File: config.mk
export PLATFORM = sky130hd
export DESIGN_NAME = cs_carrier_qualifier
export DESIGN_NICKNAME = d
export VERILOG_FILES = /design/src/rtl/cs_qual_pkg.sv /design/src/rtl/cs_qual_datapath.sv /design/src/rtl/cs_qual_control.sv /design/src/rtl/cs_carrier_qualifier.sv
export SDC_FILE = /design/constraint.sdc
export NUM_CORES = 1
export LEC_CHECK = 0
export BUFFER_PORTS_ARGS = -buffer_cell sky130_fd_sc_hd__buf_2
export CAP_MARGIN = 20
export CORE_AREA = 2 2 39 41
export CTS_CLUSTER_SIZE = 10
export DETAILED_ROUTE_END_ITERATION = 8
export DIE_AREA = 0 0 41 43
export GPL_TIMING_DRIVEN = 0
export HOLD_SLACK_MARGIN = 0.06
export PLACE_DENSITY = 0.73
export RECOVER_POWER = 50
export SYNTH_ARGS = -nofsm -noshare
export SYNTH_HDL_FRONTEND = slang
export SYNTH_SLANG_ARGS = --single-unit
File: constraint.sdc
create_clock -name clk -period 5.2 [get_ports clk]
set_clock_uncertainty 0.1 [all_clocks]
set_input_delay 1.04 -clock clk [delete_from_list [all_inputs] [get_ports clk]]
set_output_delay 1.04 -clock clk [all_outputs]
set_load 0.01 [all_outputs]
File: src/rtl/cs_qual_pkg.sv
package cs_qual_pkg;

  // Actions the control asks the datapath to take on one strobe
  typedef struct packed {
    logic runAdvance;
    logic runClear;
    logic flagSet;
    logic flagClear;
  } csStrobes_t;

endpackage

File: src/rtl/cs_qual_datapath.sv
module cs_qual_datapath
  import cs_qual_pkg::*;
#(
  parameter int LEVEL_W = 8,
  parameter int CNT_W   = 3
) (
  input  logic               clk,
  input  logic               rst,
  input  logic [LEVEL_W-1:0] rssiLevel,
  input  logic [LEVEL_W-1:0] csThreshold,
  input  csStrobes_t         strobes,
  output logic               atOrAbove,
  output logic [CNT_W-1:0]   runCount,
  output logic               csFlag
);

  localparam logic [CNT_W-1:0] ONE = {{(CNT_W-1){1'b0}}, 1'b1};

  // Inclusive comparison: equal counts as above
  assign atOrAbove = (rssiLevel >= csThreshold);

  always_ff @(posedge clk) begin
    if (rst) begin
      runCount <= '0;
    end else if (strobes.runClear) begin
      runCount <= '0;
    end else if (strobes.runAdvance) begin
      runCount <= runCount + ONE;
    end
  end

  always_ff @(posedge clk) begin
    if (rst) begin
      csFlag <= 1'b0;
    end else if (strobes.flagSet) begin
      csFlag <= 1'b1;
    end else if (strobes.flagClear) begin
      csFlag <= 1'b0;
    end
  end

endmodule

File: src/rtl/cs_qual_control.sv
module cs_qual_control
  import cs_qual_pkg::*;
#(
  parameter int SET_W = 2,
  parameter int CLR_W = 1,
  parameter int CNT_W = 3
) (
  input  logic             sampleValid,
  input  logic             atOrAbove,
  input  logic [CNT_W-1:0] runCount,
  input  logic             csFlag,
  input  logic [SET_W-1:0] setRunCfg,
  input  logic [CLR_W-1:0] clrRunCfg,
  output csStrobes_t       strobes
);

  localparam logic [CNT_W-1:0] ONE = {{(CNT_W-1){1'b0}}, 1'b1};

  logic [CNT_W-1:0] setTarget;
  logic [CNT_W-1:0] clrTarget;
  logic [CNT_W-1:0] target;
  logic [CNT_W-1:0] nextRun;
  logic             opposite;

  assign setTarget = {{(CNT_W-SET_W){1'b0}}, setRunCfg} + ONE;
  assign clrTarget = {{(CNT_W-CLR_W){1'b0}}, clrRunCfg} + ONE;
  assign target    = csFlag ? clrTarget : setTarget;
  assign opposite  = csFlag ? ~atOrAbove : atOrAbove;
  assign nextRun   = runCount + ONE;

  always_comb begin
    strobes = '0;
    if (sampleValid) begin
      if (!opposite) begin
        strobes.runClear = 1'b1;
      end else if (nextRun >= target) begin
        strobes.runClear  = 1'b1;
        strobes.flagSet   = ~csFlag;
        strobes.flagClear = csFlag;
      end else begin
        strobes.runAdvance = 1'b1;
      end
    end
  end

endmodule

File: src/rtl/cs_carrier_qualifier.sv
module cs_carrier_qualifier
  import cs_qual_pkg::*;
#(
  parameter int LEVEL_W = 8,
  parameter int SET_W   = 2,
  parameter int CLR_W   = 1
) (
  input  logic               clk,
  input  logic               rst,
  input  logic               sampleValid,
  input  logic [LEVEL_W-1:0] rssiLevel,
  input  logic [LEVEL_W-1:0] csThreshold,
  input  logic [SET_W-1:0]   setRunCfg,
  input  logic [CLR_W-1:0]   clrRunCfg,
  output logic               csFlag
);

  localparam int SET_MAX = 1 << SET_W;
  localparam int CLR_MAX = 1 << CLR_W;
  localparam int RUN_MAX = (SET_MAX > CLR_MAX) ? SET_MAX : CLR_MAX;
  localparam int CNT_W   = $clog2(RUN_MAX + 1);

  csStrobes_t       strobes;
  logic             atOrAbove;
  logic [CNT_W-1:0] runCount;

  cs_qual_control #(.SET_W(SET_W), .CLR_W(CLR_W), .CNT_W(CNT_W)) u_ctrl (
    .sampleValid(sampleValid),
    .atOrAbove  (atOrAbove),
    .runCount   (runCount),
    .csFlag     (csFlag),
    .setRunCfg  (setRunCfg),
    .clrRunCfg  (clrRunCfg),
    .strobes    (strobes)
  );

  cs_qual_datapath #(.LEVEL_W(LEVEL_W), .CNT_W(CNT_W)) u_dp (
    .clk        (clk),
    .rst        (rst),
    .rssiLevel  (rssiLevel),
    .csThreshold(csThreshold),
    .strobes    (strobes),
    .atOrAbove  (atOrAbove),
    .runCount   (runCount),
    .csFlag     (csFlag)
  );

endmodule

==> results.md, run 1 <==
- Area Growth Syn to Fin: 25.5%
- Post-synth EDFFs: 0
- H-tree depth: 1
- Internal reg-to-reg setup slack: roughly 3000 ps
- CP cell instances: buf_2 > inv_1 > ha_1 > nand2b_4 > a2111oi_4 > nor3_1 > o41a_1 > nand3b_1 > o22ai_1
- Fillers: 130
- Hold path depth: 2
- Setup_tns: 0 ps
- CTS resizes: 0
- HP Start: u_dp.runCount[0]
- Hold_buf cts: 0
- CP endpoint kind: flip-flop
- GRT Util Overall: 16.5%
- Tmin final: 2640 ps
- CP Data Required Time: ~5200 ps
- Sinks on Clock Net: 4
- I/O pin total: 23
- Initial Util: around two fifths
- Placed cell area: approximately 700 um^2
- Final Hold Vio Count: 0
- CP Launch Type: input pin
- Final wirelength: around 1100 um
- Yosys top cell by area: ha_1
- Synth top area share: 28.4%
- Initial DRC count: 7
- Leak: ~0.38 nW
- First-pass detailed-route iteration total: 4
- Cells after synthesis: 64
- TritonCTS clock tree: built
- Setup CP Type: in -> reg
- Maxcap violations: 0
- Layout cell share with drive strength beyond 1: 33.7%
- Slew margin rel.: 74.7%
- Pwr dens: around 180 mW/mm^2
- Final setup viols: 0
- Total Nets Final: roughly 130
- Critical R2R Capture: u_dp.runCount[1]
- Initial antenna violation count: 0
- CP Data Arrival Time: roughly 2700 ps
- Chip Width: 41 um
- Via count: approximately 540
- PortBufs: 22
- Delay-heaviest family, CP: compound AO/OA/AOI/OAI gates
- Vias in the first global route: 528
- Slew Viols, Final: 0
- CTS Buffer Depth: 2
- CTS Buf Count: 3
- DIE HEIGHT: 43 um
- DRT antenna net count: 0
- Crit path largest cell delay: 360 ps
- Worst r2r src: u_dp.csFlag
- Synth unique cells: 30
- Final Cell Area: 719 um^2
- Hold crit path type: reg -> reg
- Post-synth top flop: dfxtp_1
- Root buf cell: clkbuf_4
- Site row count: 14
- # Post-CTS Setup Buffers: 0
- Maximum vdd drop: ~0.11 mV
- Worst-margin pin slew: between 300 and 400 ps
- Clk_lat worst skew: ~230 ps
- CP max-delay cell: o41a_1
- Final Core Density: 52.0%
- Worst reg2reg path depth: 8
- Routed vias/inst: just over 5
- Total gr overflow: 0
- Mapped Nets: 99
- Top cells by area, synth: ha_1 (28%), dfxtp_1 (14%), inv_1 (6.6%)
- Register bit count reported by yosys: 4
- Area of the multi-input gates: between 400 and 500 um^2
- Endpoint of the worst hold path: u_dp.runCount[0]
- Post-detailed-route DRC marker count: 0
- Peak fanout along the critical path: 3
- First-pass GRT wire length: just over 2000 um
- Largest net degree at the start of global routing: 9
- Synth Warn #: 0
- Most instantiated cells after synthesis: ha_1 (13), inv_1 (10), dfxtp_1 (4), nand2_1 (4), mux2i_1 (3)
- Core Footprint: between 0.001 and 0.0015 mm^2
- Register area: ~80 um^2
- Outcome: complete, no violations
- Wire per inst: 10.8 um
- CP bufs+invs: 2
- Mapped Area: about 570 um^2
- DP Wirelength: roughly 990 um
- Top-count cell post-synth: ha_1
- Seq/Total Area, Yosys: approximately 14%
- Die area: about 0.0018 mm^2
- Avg Inst Size Synth: between 8 and 9 um^2
- RSZ-0062 raised after global routing: false
- Post-synthesis async set-or-reset flop share: 0%
- Period utilization: around 50%
- Clk slew on worst S/H paths: ~30 ps
- Gpl congestion: 0.741
- Peak Freq: approximately 0.38 GHz
- Number of diodes: 0
[worst register-to-register path: cells and delay by family, from the launching register on]
kind,cells,cell delay [ps]
AOI/OAI and AO/OA,3,600
and+or+nand+nor,2,360
muxes,1,240
buffers and inverters,1,310
adders and majority gates,1,240
DFF,1,330
[flip-flops by register name, summed over array words and instances (netlist names)]
register       flops
u_dp.csFlag        1
u_dp.runCount      3
[power breakdown]
part           leakage, nW  internal (W)   total, W  switching, W
Sequential          0.0325     0.0000330  0.0000346    0.00000154
Clock               0.0138     0.0000257  0.0000364     0.0000107
Combinational        0.335     0.0000295  0.0000590     0.0000294
Total                0.381     0.0000882   0.000130     0.0000417
[worst max-delay path by stage]
stage,from,end,slack (ps),cells after the start
after floorplan,rssiLevel[0],u_dp.runCount[0],2540,8
after global placement,rssiLevel[0],u_dp.runCount[0],2380,9
after detailed placement,rssiLevel[0],u_dp.runCount[0],2340,9
after CTS,rssiLevel[0],u_dp.runCount[0],2570,9
after global routing,rssiLevel[0],u_dp.runCount[0],2460,9
final,rssiLevel[0],u_dp.runCount[0],2560,9
[metal layers]
metal | share of wire [%] | global-route usage [%] | vias to the layer above
li1 | - | - | 286
met1 | 43 | 17.9 | 235
met2 | 52 | 28.4 | 16
met3 | 4.8 | 4.71 | 0
met4 | 0 | 6.00 | 0
met5 | 0 | 0 | -
[per-stage QoR]
stage          worst slack (ps)  hold WS, ps  std cells  total power [W]
2_1_floorplan              2540          389         64        0.0000763
6_report                   2560          429        105         0.000130
5_1_grt                    2460          460        105         0.000144
4_1_cts                    2570          434        105         0.000134
3_3_place_gp               2380          421        102        0.0000921
3_5_place_dp               2340          429        102        0.0000945
[area by class of cell]
type | instances | area share [%]
plain buffers | 1 | 0.522
clock buffers | 3 | 3.13
inverters | 10 | 5.22
multi-input cells | 49 | 62.1
flip-flops and latches | 4 | 11.1
well taps | 16 | 2.78
repair buffers | 22 | 15.1
[cells in the final DEF (no fill, tap or decap), drive strengths merged]
| cell | Yosys | final |
|---|---|---|
| buf | 0 | 21 |
| ha | 13 | 13 |
| inv | 10 | 10 |
| clkbuf | 1 | 5 |
| nand2 | 4 | 4 |
| dfxtp | 4 | 4 |
| mux2i | 3 | 3 |
| nor3 | 3 | 3 |
| nand2b | 3 | 3 |
| a21o | 2 | 2 |
| nand3 | 2 | 2 |
| or3b | 2 | 2 |
| xor2 | 1 | 1 |
| a21oi | 1 | 1 |
| a2111oi | 1 | 1 |
| o21ai | 1 | 1 |
| and3 | 1 | 1 |
| o21a | 1 | 1 |
| a211oi | 1 | 1 |
| nor2 | 1 | 1 |
| o41a | 1 | 1 |
| o211ai | 1 | 1 |
| nor4 | 1 | 1 |
| nor4bb | 1 | 1 |
| nand4b | 1 | 1 |
| o311ai | 1 | 1 |
| nand3b | 1 | 1 |
| o31ai | 1 | 1 |
| o22ai | 1 | 1 |
[cells by family (layout without fill, tap and decap cells)]
family / after synthesis / in the layout / share of synthesized area (%)
AO/OA/AOI/OAI: 12 / 12 / 20.7
XOR/XNOR: 1 / 1 / 1.53
adder cells (fa/ha/maj): 13 / 13 / 28.4
buffers and inverters: 11 / 36 / 7.21
flip-flops: 4 / 4 / 14.0
multiplexers: 3 / 3 / 5.24
AND/OR/NAND/NOR: 20 / 20 / 22.9
No activity file was read; power rests on OpenSTA's default activity.
==> run 2, diff against run 1 <==
==> constraint.sdc (replaced) <==
create_clock -name clk -period 2.6 [get_ports clk]
set_clock_uncertainty 0.1 [all_clocks]
set_input_delay 0.52 -clock clk [delete_from_list [all_inputs] [get_ports clk]]
set_output_delay 0.52 -clock clk [all_outputs]
set_load 0.01 [all_outputs]
==> run 2 against run 1 <==
Compared with the run above: worst setup slack got worse by 2200 ps; routed wire length rose by 1.1%; combinational power increased by 100%; count of clock-buffer cells in the layout is the same; first-iteration DRC count is the same; utilization up 0.36 points; worst hold slack hardly changed; register-to-register slack got worse by 2600 ps; critical path depth did not move; via count increased by 0.37%; largest power group unchanged.
==> results.md, run 2 (synthesis gave the netlist of run 1 again) <==
- Period utilization: a little under 90%
- Pwr Total: about 0.00026 W
- Global-route met3 utilization: under 10%
- Wire per inst: 11.0 um
- Grt peak-use layer: met2
- Register with the most flip-flops: u_dp.runCount
- CTS Buffer Depth: 2
- Number of diodes: 0
- Slew margin rel.: about 76%
- Leading cell type in the layout, fill and taps excluded: buf_2
- Final Cell Area: ~720 um^2
- Vias in the first global route: approximately 530
- Total gr overflow: 0
- Maxcap violations: 0
- CP cell instances: clkbuf_1 > mux2i_1 > ha_1 > nand2b_1 > a21o_1 > a21o_1 > nand2_1 > nor3_1 > a211oi_1
- Setup CP Type: reg -> reg
- Hold path depth: 2
- GRT Util Overall: between 15 and 20%
- Tmin final: about 2300 ps
- Regs by FF count: u_dp.runCount: 3 flops, u_dp.csFlag: 1 flops
- Core Footprint: 0.00138 mm^2
- Initial DRC count: 7
- Internal reg-to-reg setup slack: approximately 310 ps
- CP max-delay cell: dfxtp_1
- Root buf cell: clkbuf_4
- # Post-CTS Setup Buffers: 0
- CTS Buf Count: 3
- RSZ-0062 raised after global routing: false
- TritonCTS clock tree: built
- HP Start: u_dp.runCount[0]
- Die area: roughly 0.0018 mm^2
- Pre-CTS setup slack: approximately 260 ps
- DIE HEIGHT: 43 um
- First-pass detailed-route iteration total: 4
- Chip Width: between 40 and 50 um
- Fillers: around 130
- Worst r2r src: u_dp.csFlag
- Placed cell area: roughly 700 um^2
- Setup_tns: 0 ps
- Final Hold Vio Count: 0
- Critical R2R Capture: u_dp.csFlag
- Area Growth Syn to Fin: 26.4%
- Worst reg2reg path depth: 9
- CP Data Arrival Time: 2300 ps
- Final wirelength: roughly 1200 um
- Hold crit path type: reg -> reg
- Slew Viols, Final: 0
- Clk_lat worst skew: 230 ps
- Peak fanout along the critical path: 7
- PortBufs: 22
- Worst Setup Slack, final: 308 ps
- Final setup viols: 0
- Met1 global-route usage: approximately 18%
- Initial antenna violation count: 0
- Layout cell share with drive strength beyond 1: roughly a third
- DP Wirelength: about 990 um
- Site row count: 14
- CTS resizes: 0
- Sinks on Clock Net: 4
- CP Launch Type: flip-flop
- Worst-margin pin slew: roughly 360 ps
- I/O pin total: 23
- Via count: 539
- Max reg flops: 3
- Leak: approximately 0.38 nW
- Fin cells: approximately 110
- Endpoint of the worst hold path: u_dp.runCount[0]
- Routed vias/inst: just over 5
- Clk slew on worst S/H paths: around 30 ps
- CP Data Required Time: approximately 2600 ps
- Largest net degree at the start of global routing: 9
- Peak Freq: between 0.4 and 0.5 GHz
- Maximum vdd drop: about 0.21 mV
- CP dominant cell by count: a21o_1
- Crit path largest cell delay: 330 ps
- Pwr dens: 361 mW/mm^2
- H-tree depth: 1
- Total Nets Final: between 100 and 150
- Met2 Usage GRT: between 20 and 30%
- Initial Util: between 40% and 50%
- Hold_buf cts: 0
- Outcome: complete, no violations
- Post-detailed-route DRC marker count: 0
- DRT antenna net count: 0
- Dpl cells: 102
- Gpl congestion: ~0.74
- First-pass GRT wire length: approximately 2000 um
- Commonest cells after routing, fill and taps aside: buf_2 (21), ha_1 (13), inv_1 (10), nand2_1 (4), dfxtp_1 (4)
- CP endpoint kind: flip-flop
## run 2: cell counts in the layout (fill, tap and decap cells not counted)
No cell type changed its count.
## run 2: where the power goes
group / switching [W] / total, W / internal, W
Sequential: 0.00000309 / 0.0000691 / 0.0000660
Combinational: 0.0000599 / 0.000119 / 0.0000594
Clock: 0.0000214 / 0.0000727 / 0.0000513
## run 2: how the worst max path moves through the flow
| stage | from | end | slack (ps) | depth (start not counted) |
|---|---|---|---|---|
| CTS | u_dp.csFlag | u_dp.csFlag | 320 | 9 |
| global route | u_dp.csFlag | u_dp.csFlag | 180 | 9 |
| detailed placement | rssiLevel[0] | u_dp.runCount[0] | 260 | 9 |
| floorplan | rssiLevel[0] | u_dp.runCount[0] | 460 | 8 |
| finish | u_dp.csFlag | u_dp.csFlag | 310 | 9 |
| global placement | rssiLevel[0] | u_dp.runCount[0] | 300 | 9 |
## run 2: final cells by class
cell class                      instances  area [um^2]  area share, %
Tap cell                               16         20.0           2.76
Clock buffer                            3         22.5           3.11
Multi-Input combinational cell         49          452           62.3
Buffer                                  1         3.75          0.518
Sequential cell                         4         80.1           11.1
Timing Repair Buffer                   22          109           15.0
Inverter                               10         37.5           5.18
## run 2: metal layers
layer / vias to the layer above / wire, um
met5: - / 0
met4: 0 / 0
met3: 0 / 65
met2: 20 / 589
met1: 233 / 495
li1: 286 / -
## run 2: stage by stage
step / utilization [%] / hold WS (ps)
2_1_floorplan: - / 389
3_3_place_gp: 50.8 / 421
3_5_place_dp: 50.8 / 429
4_1_cts: 52.4 / 434
5_1_grt: 52.4 / 460
6_report: 52.4 / 429
## run 2: critical path: cells and delay by family (launching register included)
kind                       cells  cell delay [ps]
DFF                            1              330
adders and majority gates      1              240
and+or+nand+nor                3              300
buffers and inverters          1              310
muxes                          1              240
AOI/OAI and AO/OA              3              670
==> run 3, diff against run 2 <==
--- a/config.mk
+++ b/config.mk
@@ -13,8 +13,9 @@
 export DIE_AREA = 0 0 41 43
 export GPL_TIMING_DRIVEN = 0
 export HOLD_SLACK_MARGIN = 0.06
-export PLACE_DENSITY = 0.73
+export PLACE_DENSITY = 0.71
 export RECOVER_POWER = 50
 export SYNTH_ARGS = -nofsm -noshare
 export SYNTH_HDL_FRONTEND = slang
+export SYNTH_HIERARCHICAL = 1
 export SYNTH_SLANG_ARGS = --single-unit
==> run 3 against run 2 <==
Compared with the run above: clock power increased by 10%; critical path depth increased by 1; power decreased by 5.7%; register-to-register slack improved by 120 ps; combinational power decreased by 17%; largest cell class unchanged; count of clock-buffer cells in the layout unchanged; fmax decreased by 1.5%; routed wire length decreased by 11%.
==> results.md, run 3 <==
- Area Growth Syn to Fin: 28.0%
- Via count: about 500
- TritonCTS clock tree: built
- CP endpoint kind: flip-flop
- CTS Buffer Depth: 2
- Post-synthesis async set-or-reset flop share: 0%
- Post-detailed-route DRC marker count: 0
- Layout cell share with drive strength beyond 1: roughly 36%
- Top-count cell post-synth: ha_1
- Post-synth top flop: dfxtp_1
- CP max-delay cell: ha_1
- Initial DRC count: 1
- DIE HEIGHT: roughly 43 um
- Register bit count reported by yosys: 4
- Final Hold Vio Count: 0
- Initial Util: between 30% and 40%
- DP Wirelength: a little under 900 um
- First-pass GRT wire length: between 1500 and 2000 um
- PortBufs: 22
- Total gr overflow: 0
- Die area: between 0.0015 and 0.002 mm^2
- GRT Util Overall: about 14%
- Clk_lat worst skew: roughly 240 ps
- DRT antenna net count: 0
- Mapped Nets: between 90 and 100
- Hold_buf cts: 0
- Slew Viols, Final: 0
- Post-synth EDFFs: 0
- Final setup viols: 0
- Maxcap violations: 0
- CTS Buf Count: 3
- Tmin final: roughly 2300 ps
- CP Data Required Time: approximately 2700 ps
- Mapped Area: ~540 um^2
- Gpl congestion: approximately 0.66
- First-pass detailed-route iteration total: 4
- Pre-CTS setup slack: 32.4 ps
- Leading cell type in the layout, fill and taps excluded: buf_2
- CP Data Arrival Time: 2380 ps
- Regs by FF count: u_dp/runCount: 3 flops, u_dp/csFlag: 1 flops
- Top cells by area, synth: ha_1 (32%), dfxtp_1 (15%), inv_1 (6.3%)
- Synth Warn #: 6
- CP bufs+invs: 1
- Max reg flops: 3
- Core Footprint: 0.00138 mm^2
- Worst Setup Slack, final: 274 ps
- Yosys top cell by area: ha_1
- Peak fanout along the critical path: 3
- Leak: approximately 0.4 nW
- Register with the most flip-flops: u_dp/runCount
- Synth unique cells: 24
- Chip Width: ~40 um
- H-tree depth: 1
- Setup CP Type: in -> reg
- Period utilization: 89.5%
- Slew margin rel.: between 70% and 80%
- Maximum vdd drop: 0.156 mV
- CP cell instances: buf_2 > ha_1 > and3_1 > a221oi_2 > o21ai_1 > xnor2_2 > nor3b_2 > nand2_1 > xor2_1 > nor3_1
- CTS resizes: 0
- Delay-heaviest family, CP: simple AND/OR/NAND/NOR gates
- Routed vias/inst: approximately 4.9
- Avg Inst Size Synth: ~9.2 um^2
- Cells after synthesis: 59
- I/O pin total: 23
- Seq/Total Area, Yosys: roughly 15%
- Largest net degree at the start of global routing: 7
- Site row count: 14
- Most instantiated cells after synthesis: ha_1 (14), inv_1 (9), dfxtp_1 (4)
- Commonest cells after routing, fill and taps aside: buf_2 (21), ha_1 (14), inv_1 (9), dfxtp_1 (4)
- Final wirelength: between 1000 and 1500 um
- Synth top area share: between 30 and 40%
- Crit path largest cell delay: between 300 and 400 ps
- Hold crit path type: in -> reg
- CP Launch Type: input pin
- Outcome: complete, no violations
- Sinks on Clock Net: 4
- Peak Freq: ~0.43 GHz
- Clk slew on worst S/H paths: 40 ps
- Root buf cell: clkbuf_4
- Setup_tns: 0 ps
- Final Core Density: 50.0%
- Pwr dens: 356 mW/mm^2
- Worst-margin pin slew: around 310 ps
- RSZ-0062 raised after global routing: false
- Total Nets Final: roughly 120
- Number of diodes: 0
- Initial antenna violation count: 0
- Wire per inst: a little over 10 um
- # Post-CTS Setup Buffers: 0
- Vias in the first global route: about 480
[run 3: power breakdown]
part	internal, W	switching (W)
Clock	0.0000518	0.0000284
Combinational	0.0000513	0.0000473
Sequential	0.0000647	0.00000292
Total	0.000168	0.0000787
[run 3: logic make-up after synthesis]
logic type                 share of synthesized area, %
muxes                                              5.56
buffers and inverters                              7.64
adders and majority gates                          32.4
and+or+nand+nor                                    17.8
xor gates and xnor gates                           7.87
DFF                                                14.8
AOI/OAI and AO/OA                                  13.9
[run 3: metal layers]
| metal | share of wire [%] | global-route usage [%] |
|---|---|---|
| met1 | 40 | 14.1 |
| met4 | 0 | 12.0 |
| met3 | 4.0 | 1.57 |
| met5 | 0 | 0 |
| met2 | 56 | 23.8 |
[run 3: worst paths after layout]
| check | from | endpoint | slack, ps | depth (start not counted) |
|---|---|---|---|---|
| setup / recovery | rssiLevel[7] | u_dp/runCount[2] | 270 | 10 |
| hold / removal | rst | u_dp/runCount[0] | 380 | 2 |
| setup reg to reg | u_dp/runCount[0] | u_dp/runCount[2] | 430 | 9 |
| hold reg to reg | u_dp/csFlag | u_dp/csFlag | 430 | 2 |
[run 3: metrics by stage]
stage               hold WS [ps]  instances  area (um^2)  power (W)
detailed placement           418         97          671   0.000169
global route                 404        100          692   0.000268
CTS                          377        100          693   0.000254
finish                       384        100          692   0.000246
global placement             413         97          671   0.000164
floorplan                    412         59          541   0.000138
[run 3: final cells by class]
type | instances | area (um^2)
fillers | 139 | 692
multi-input cells | 45 | 419
repair buffers | 22 | 109
flip-flops and latches | 4 | 80.1
inverters | 9 | 33.8
clock buffers | 3 | 22.5
well taps | 16 | 20.0
plain buffers | 1 | 7.51
